--- config.mk ---
export PLATFORM = sky130hd
export DESIGN_NAME = sic_top
export DESIGN_NICKNAME = d
export VERILOG_FILES = /design/src/rtl/sic_pkg.sv /design/src/rtl/sic_sync.sv /design/src/rtl/sic_event_core.sv /design/src/rtl/sic_regs.sv /design/src/rtl/sic_top.sv
export SDC_FILE = /design/constraint.sdc
export NUM_CORES = 1
export LEC_CHECK = 0
export CAP_MARGIN = 10
export CORE_MARGIN = 2
export CORE_UTILIZATION = 40
export CTS_BUF_LIST = sky130_fd_sc_hd__clkbuf_8
export DETAILED_ROUTE_END_ITERATION = 10
export PLACE_DENSITY = 0.57
export SETUP_SLACK_MARGIN = 0.4
export SLEW_MARGIN = 5
export SYNTH_ARGS = -nofsm -noshare
export SYNTH_HDL_FRONTEND = slang
export SYNTH_SLANG_ARGS = --single-unit
--- constraint.sdc ---
create_clock -name clk -period 3.9 [get_ports clk]
set_clock_uncertainty 0.1 [all_clocks]
set_input_delay 0.78 -clock clk [delete_from_list [all_inputs] [get_ports clk]]
set_output_delay 0.78 -clock clk [all_outputs]
set_load 0.01 [all_outputs]
--- src/rtl/sic_pkg.sv ---
package sic_pkg;
  localparam int DW = 32;
  localparam int AW = 3;
  localparam int MODE_BIT = DW - 1;

  localparam logic [AW-1:0] ADR_EVT  = 3'd0;
  localparam logic [AW-1:0] ADR_MASK = 3'd1;
  localparam logic [AW-1:0] ADR_ACK  = 3'd2;
  localparam logic [AW-1:0] ADR_LVL  = 3'd3;
  localparam logic [AW-1:0] ADR_ID   = 3'd4;
  localparam logic [AW-1:0] ADR_FEAT = 3'd5;

  localparam logic [DW-1:0] ID_WORD = ~(32'h1 << 14);

  function automatic logic [DW-1:0] bswap(input logic [DW-1:0] v);
    logic [DW-1:0] r;
    for (int b = 0; b < DW / 8; b++) begin
      r[b*8 +: 8] = v[(DW/8 - 1 - b)*8 +: 8];
    end
    return r;
  endfunction
endpackage

--- src/rtl/sic_sync.sv ---
module sic_sync #(
  parameter int WIDTH  = 32,
  parameter int STAGES = 2
) (
  input  logic             clk,
  input  logic             rst,
  input  logic [WIDTH-1:0] d_i,
  output logic [WIDTH-1:0] q_o
);
  logic [WIDTH-1:0] stage_q [STAGES];

  generate
    for (genvar s = 0; s < STAGES; s++) begin : g_stage
      if (s == 0) begin : g_first
        always_ff @(posedge clk) begin
          if (rst) stage_q[0] <= '0;
          else     stage_q[0] <= d_i;
        end
      end else begin : g_next
        always_ff @(posedge clk) begin
          if (rst) stage_q[s] <= '0;
          else     stage_q[s] <= stage_q[s-1];
        end
      end
    end
  endgenerate

  assign q_o = stage_q[STAGES-1];
endmodule

--- src/rtl/sic_event_core.sv ---
module sic_event_core
  import sic_pkg::*;
(
  input  logic          clk,
  input  logic          rst,
  input  logic [DW-1:0] line_i,
  input  logic [DW-1:0] mask_q_i,
  input  logic [DW-1:0] mask_d_i,
  input  logic          ack_wr_i,
  input  logic [DW-1:0] ack_bits_i,
  input  logic          ack_all_i,
  output logic [DW-1:0] evt_o,
  output logic [DW-1:0] lvl_o,
  output logic          irq_o
);
  logic [DW-1:0] evt_q, lvl_q, evt_d, chg, kept;
  logic          irq_q, irq_d, pend_d, release_w;
  logic          any_mode;

  assign any_mode = mask_q_i[MODE_BIT];
  assign chg      = line_i ^ lvl_q;

  always_comb begin
    kept = evt_q;
    if (ack_wr_i) begin
      if (ack_all_i) kept = '0;
      else           kept = evt_q & ~{1'b0, ack_bits_i[DW-2:0]};
    end
    for (int i = 0; i < DW; i++) begin
      evt_d[i] = kept[i];
      if (chg[i]) evt_d[i] = any_mode ? 1'b1 : line_i[i];
    end
  end

  assign pend_d    = |(evt_d & mask_d_i);
  assign release_w = ack_wr_i | (|chg);
  assign irq_d     = pend_d | (irq_q & ~release_w);

  always_ff @(posedge clk) begin
    if (rst) begin
      evt_q <= '0;
      lvl_q <= '0;
      irq_q <= 1'b0;
    end else begin
      evt_q <= evt_d;
      lvl_q <= line_i;
      irq_q <= irq_d;
    end
  end

  assign evt_o = evt_q;
  assign lvl_o = lvl_q;
  assign irq_o = irq_q;

  AST_IRQ_HAS_CAUSE: assert property (@(posedge clk) disable iff (rst)
    $rose(irq_q) |-> ((evt_q & mask_q_i) != '0));
  AST_IRQ_RELEASE_CLEAN: assert property (@(posedge clk) disable iff (rst)
    $fell(irq_q) |-> ((evt_q & mask_q_i) == '0));
  AST_ACK_KEEPS_TOP: assert property (@(posedge clk) disable iff (rst)
    (ack_wr_i && !ack_all_i && !chg[MODE_BIT]) |=> (evt_q[MODE_BIT] == $past(evt_q[MODE_BIT])));
  AST_ACK_ALL_EMPTY: assert property (@(posedge clk) disable iff (rst)
    (ack_wr_i && ack_all_i && chg == '0) |=> (evt_q == '0));
endmodule

--- src/rtl/sic_regs.sv ---
module sic_regs
  import sic_pkg::*;
(
  input  logic          clk,
  input  logic          rst,
  input  logic          rd_i,
  input  logic          wr_i,
  input  logic [AW-1:0] addr_i,
  input  logic [DW-1:0] wdata_i,
  input  logic [DW-1:0] evt_i,
  input  logic [DW-1:0] lvl_i,
  output logic [DW-1:0] mask_q_o,
  output logic [DW-1:0] mask_d_o,
  output logic          ack_wr_o,
  output logic [DW-1:0] ack_bits_o,
  output logic          ack_all_o,
  output logic [DW-1:0] rdata_o,
  output logic          mon_o
);
  logic [DW-1:0] mask_q, feat_q, feat_d, wword, rword, rdata_q;
  logic          mon_q;

  assign wword = bswap(wdata_i);

  always_comb begin
    mask_d_o = mask_q;
    feat_d   = feat_q;
    if (wr_i && addr_i == ADR_MASK) mask_d_o = wword;
    if (wr_i && addr_i == ADR_FEAT) feat_d   = wword;
  end

  assign ack_wr_o   = wr_i && (addr_i == ADR_ACK);
  assign ack_bits_o = wword;
  assign ack_all_o  = ack_wr_o && mask_q[MODE_BIT] && wword[MODE_BIT];

  always_comb begin
    unique case (addr_i)
      ADR_EVT:  rword = evt_i;
      ADR_MASK: rword = mask_q;
      ADR_LVL:  rword = lvl_i;
      ADR_ID:   rword = ID_WORD;
      ADR_FEAT: rword = feat_q;
      default:  rword = '0;
    endcase
  end

  always_ff @(posedge clk) begin
    if (rst) begin
      mask_q  <= '0;
      feat_q  <= '0;
      mon_q   <= 1'b1;
      rdata_q <= '0;
    end else begin
      mask_q <= mask_d_o;
      feat_q <= feat_d;
      mon_q  <= ~feat_d[0];
      if (rd_i) rdata_q <= bswap(rword);
    end
  end

  assign mask_q_o = mask_q;
  assign rdata_o  = rdata_q;
  assign mon_o    = mon_q;

  AST_ID_FIXED: assert property (@(posedge clk) disable iff (rst)
    (rd_i && addr_i == ADR_ID) |=> (rdata_o == 32'hFFBFFFFF));
  AST_HOLE_ZERO: assert property (@(posedge clk) disable iff (rst)
    (rd_i && addr_i > ADR_FEAT) |=> (rdata_o == '0));
  AST_MON_FOLLOWS: assert property (@(posedge clk) disable iff (rst)
    (wr_i && addr_i == ADR_FEAT) |=> (mon_o == ~bswap($past(wdata_i))[0]));
endmodule

--- src/rtl/sic_top.sv ---
module sic_top
  import sic_pkg::*;
#(
  parameter int SYNC_STAGES = 2
) (
  input  logic          clk,
  input  logic          rst,
  input  logic [DW-1:0] src_i,
  input  logic          bus_rd,
  input  logic          bus_wr,
  input  logic [AW-1:0] bus_addr,
  input  logic [DW-1:0] bus_wdata,
  output logic [DW-1:0] bus_rdata,
  output logic          cpu_irq,
  output logic          mon_sense_en
);
  logic [DW-1:0] line_s, mask_q, mask_d, ack_bits, evt, lvl;
  logic          ack_wr, ack_all;

  sic_sync #(.WIDTH(DW), .STAGES(SYNC_STAGES)) sync_i (
    .clk(clk), .rst(rst), .d_i(src_i), .q_o(line_s)
  );

  sic_regs regs_i (
    .clk(clk), .rst(rst), .rd_i(bus_rd), .wr_i(bus_wr), .addr_i(bus_addr),
    .wdata_i(bus_wdata), .evt_i(evt), .lvl_i(lvl), .mask_q_o(mask_q),
    .mask_d_o(mask_d), .ack_wr_o(ack_wr), .ack_bits_o(ack_bits),
    .ack_all_o(ack_all), .rdata_o(bus_rdata), .mon_o(mon_sense_en)
  );

  sic_event_core core_i (
    .clk(clk), .rst(rst), .line_i(line_s), .mask_q_i(mask_q), .mask_d_i(mask_d),
    .ack_wr_i(ack_wr), .ack_bits_i(ack_bits), .ack_all_i(ack_all),
    .evt_o(evt), .lvl_o(lvl), .irq_o(cpu_irq)
  );

  AST_LVL_TRACKS: assert property (@(posedge clk) disable iff (rst)
    (bus_wr && bus_addr == ADR_LVL) |=> (lvl == $past(line_s)));
endmodule

==> reports/summary.txt <==
Full die area: 25200 µm²
CTS Buf Count: 39
Unrepaired setup endpoints after global routing: no
Synth Area in Adders: 0%
Post-Synthesis Cells: 1098
Post-synth top cells: dfxtp_1, nor2_1, a21oi_1, nor2b_1, nand2_1
Worst Tran Pin Value: 1.03 ns
Ys Warns: 0
CTS tree: built
Critical path arrival: 3.33 ns
Total length of routed wires: 28100 µm
Die height: 159 µm
Largest family of logic cells by synthesized area: compound AO/OA/AOI/OAI gates
Status: completed
CTS max path bufs: 3
Simple-gate area share of the yosys netlist: 19.4%
Post-synthesis sequential area ratio: 47.3%
Crit path launch type: primary input
Max-Cap Viols: 0
Mux cell area share after synthesis: 6.73%
Slew headroom: 31.1%
CORE AREA: 23500 µm²
Die width: 159 µm
Final antenna-violating net count: 0
Pint: 3.82 mW
Routed wire per std cell: 18.4 µm
Synth area leaders: dfxtp_1, mux2i_1, nor2b_1, nor2_1, a21oi_1
Post-CTS Setup Inserts: 0
Post-Place Worst Slack: 0.380 ns
Synthesis-to-finish area growth: 21.5%
1st-pass router iterations: 5
Switching Share: 25.1%
Metal3 WL: 2400 µm
First-pass GRT wire length: 43300 µm
Initial antenna violation count: 0
Top FF cell, synth: dfxtp_1
Worst vdd ir: 0.223 mV
Top sig layer: met4
Share of cells above drive strength 1: 6.80%
Final TNS setup: 0 ns
Metal-1 WL: 13900 µm
Worst Hold Class: reg -> reg
Largest net degree at the start of global routing: 101
Initial Utilization: 40.7%
# IOs: 105
Cell Count, Final, Fillers Out: 1525
Syn avg cell area: 8.71 µm²
Synthesized net count: 1169
CTS sink cnt: 226
Setup violators final: 0
Rows: 56
Largest fanout on the critical path: 4
Post-route cell area: 11600 µm²
Most frequent cell after synthesis: dfxtp_1
Combinational group share of total power: 10.6%
Post-CTS sizing: 0
Critical setup path kind: in -> reg
Netlist cell types: 46
Number of synthesized flops with an enable pin: 0
Post-DP Area: 10900 µm²
Clock transition at path regs: 0.06 ns
Leak pwr: 4.43 nW
Mapped cell area: 9560 µm²
XOR/XNOR share of the synthesized area: 2.66%
GPL Wtd Cong: 0.919
Peak Freq: 325 MHz
Port Buffers: 104
Shortest period the worst path allows: 3.08 ns
Psw: 1.28 mW
Final worst-path cycle share: 78.9%
Total gr overflow: 0
Final worst slack: 0.821 ns
Power per Cell Area: 439 nW/µm²
Crit. End Element: flop
Clock root buffer master: clkbuf_8
Detailed Place HPWL: 19300 µm
Hold Vio Cnt, Final: 0
Vias per inst: 5.29
Sequential share of power: 48.8%
H-Tree Depth: 2
ANT cells: 0
Via count: 8069
Cell taking the most area after synthesis: dfxtp_1
Tot GR Track Use: 22.5%
Detailed Route Iter0 Violations: 565
Hold bufs inserted after CTS: 0
Worst skew pair latency: 0.52 ns
Vias in the first global route: 7471
CP Data Required Time: 4.15 ns
Clock network power share: 40.7%
FFs w/ async S/R, synth: 0%
Compound-cell area share of the yosys netlist: 20.1%
Routed length on met2: 11200 µm
Final net count: 1253
Yosys top cell area share: 47.3%
Max Slew Vio Count: 0
Flops & latches, synth: 226
Drc violations: 0
Placed Cells: 1460
logic make-up after synthesis:
| group | Yosys count |
|---|---|
| buffers and inverters | 87 |
| and+or+nand+nor | 391 |
| muxes | 64 |
| DFF | 226 |
| xor gates and xnor gates | 29 |
| AOI/OAI and AO/OA | 301 |
flip-flops by register name, indices dropped and copies added (netlist names):
signal,cells
regs_i.feat_q,32
regs_i.mask_q_o,32
core_i.irq_o,1
regs_i.mon_o,1
core_i.evt_o,32
core_i.lvl_o,32
regs_i.rdata_o,32
sync_i.stage_q,64
cell type report:
class / instances / area, µm²
clock buffer: 48 / 661
clock inverter: 17 / 92.6
fill: 2322 / 11900
inverter: 5 / 18.8
multi-input combinational: 785 / 4690
sequential: 226 / 4520
tap: 319 / 399
timing repair buffer: 125 / 1230
cell usage in the layout, fill, tap and decap left out, drive strengths merged, types with 3 or more instances in the layout:
cell / n
a211oi: 43
nor2: 141
a221oi: 16
o32ai: 4
nor4: 10
clkbuf: 48
and2: 4
o21a: 9
buf: 26
o211a: 14
nor2b: 99
o21ai: 71
inv: 19
a21oi: 99
a21boi: 3
and3: 4
xor2: 29
o211ai: 10
nand2: 88
clkdlybuf4s50: 99
nand2b: 4
dfxtp: 226
o22ai: 6
o2bb2ai: 14
mux2i: 62
nor3: 29
final timing paths:
kind / slack, ns / cells after the start / endpoint / from
setup reg to reg: 1.19 / 7 / core_i.irq_o / regs_i.mask_q_o[31]
setup / recovery: 0.82 / 7 / core_i.irq_o / bus_wr
hold / removal: 0.33 / 1 / sync_i.stage_q[1][8] / sync_i.stage_q[0][8]
hold reg to reg: 0.33 / 1 / sync_i.stage_q[1][8] / sync_i.stage_q[0][8]
metrics by stage:
stage / hold WS [ns] / power, mW / util, %
floorplan: 0.314 / 2.82 / -
global placement: 0.323 / 3.07 / 46.3
detailed placement: 0.324 / 3.07 / 46.3
CTS: 0.334 / 5.16 / 49.5
global route: 0.353 / 5.33 / 49.5
finish: 0.334 / 5.10 / 49.5
worst max-delay path: stages:
cell and delay, ns:
clkdlybuf4s50_1 0.55, nor4bb_1 0.72, o21ai_0 0.29, a211oi_1 0.38, o32ai_1 0.15, nor4_1 0.29
a41oi_1 0.17
routing by layer:
layer,vias to the layer above,GRT usage (%)
li1,4015,-
met1,3696,34.1
met2,317,31.6
met3,41,5.17
met4,0,6.13
met5,-,0
power by group through the flow:
| stage | registers (mW) | clock network (mW) | logic (mW) |
|---|---|---|---|
| CTS | 2.49 | 2.14 | 0.538 |
| floorplan | 2.52 | 0 | 0.302 |
| global route | 2.50 | 2.24 | 0.590 |
| detailed placement | 2.54 | 0 | 0.536 |
| global placement | 2.54 | 0 | 0.533 |
| finish | 2.49 | 2.08 | 0.538 |
Note: power is estimated with default switching activity, not from simulation.
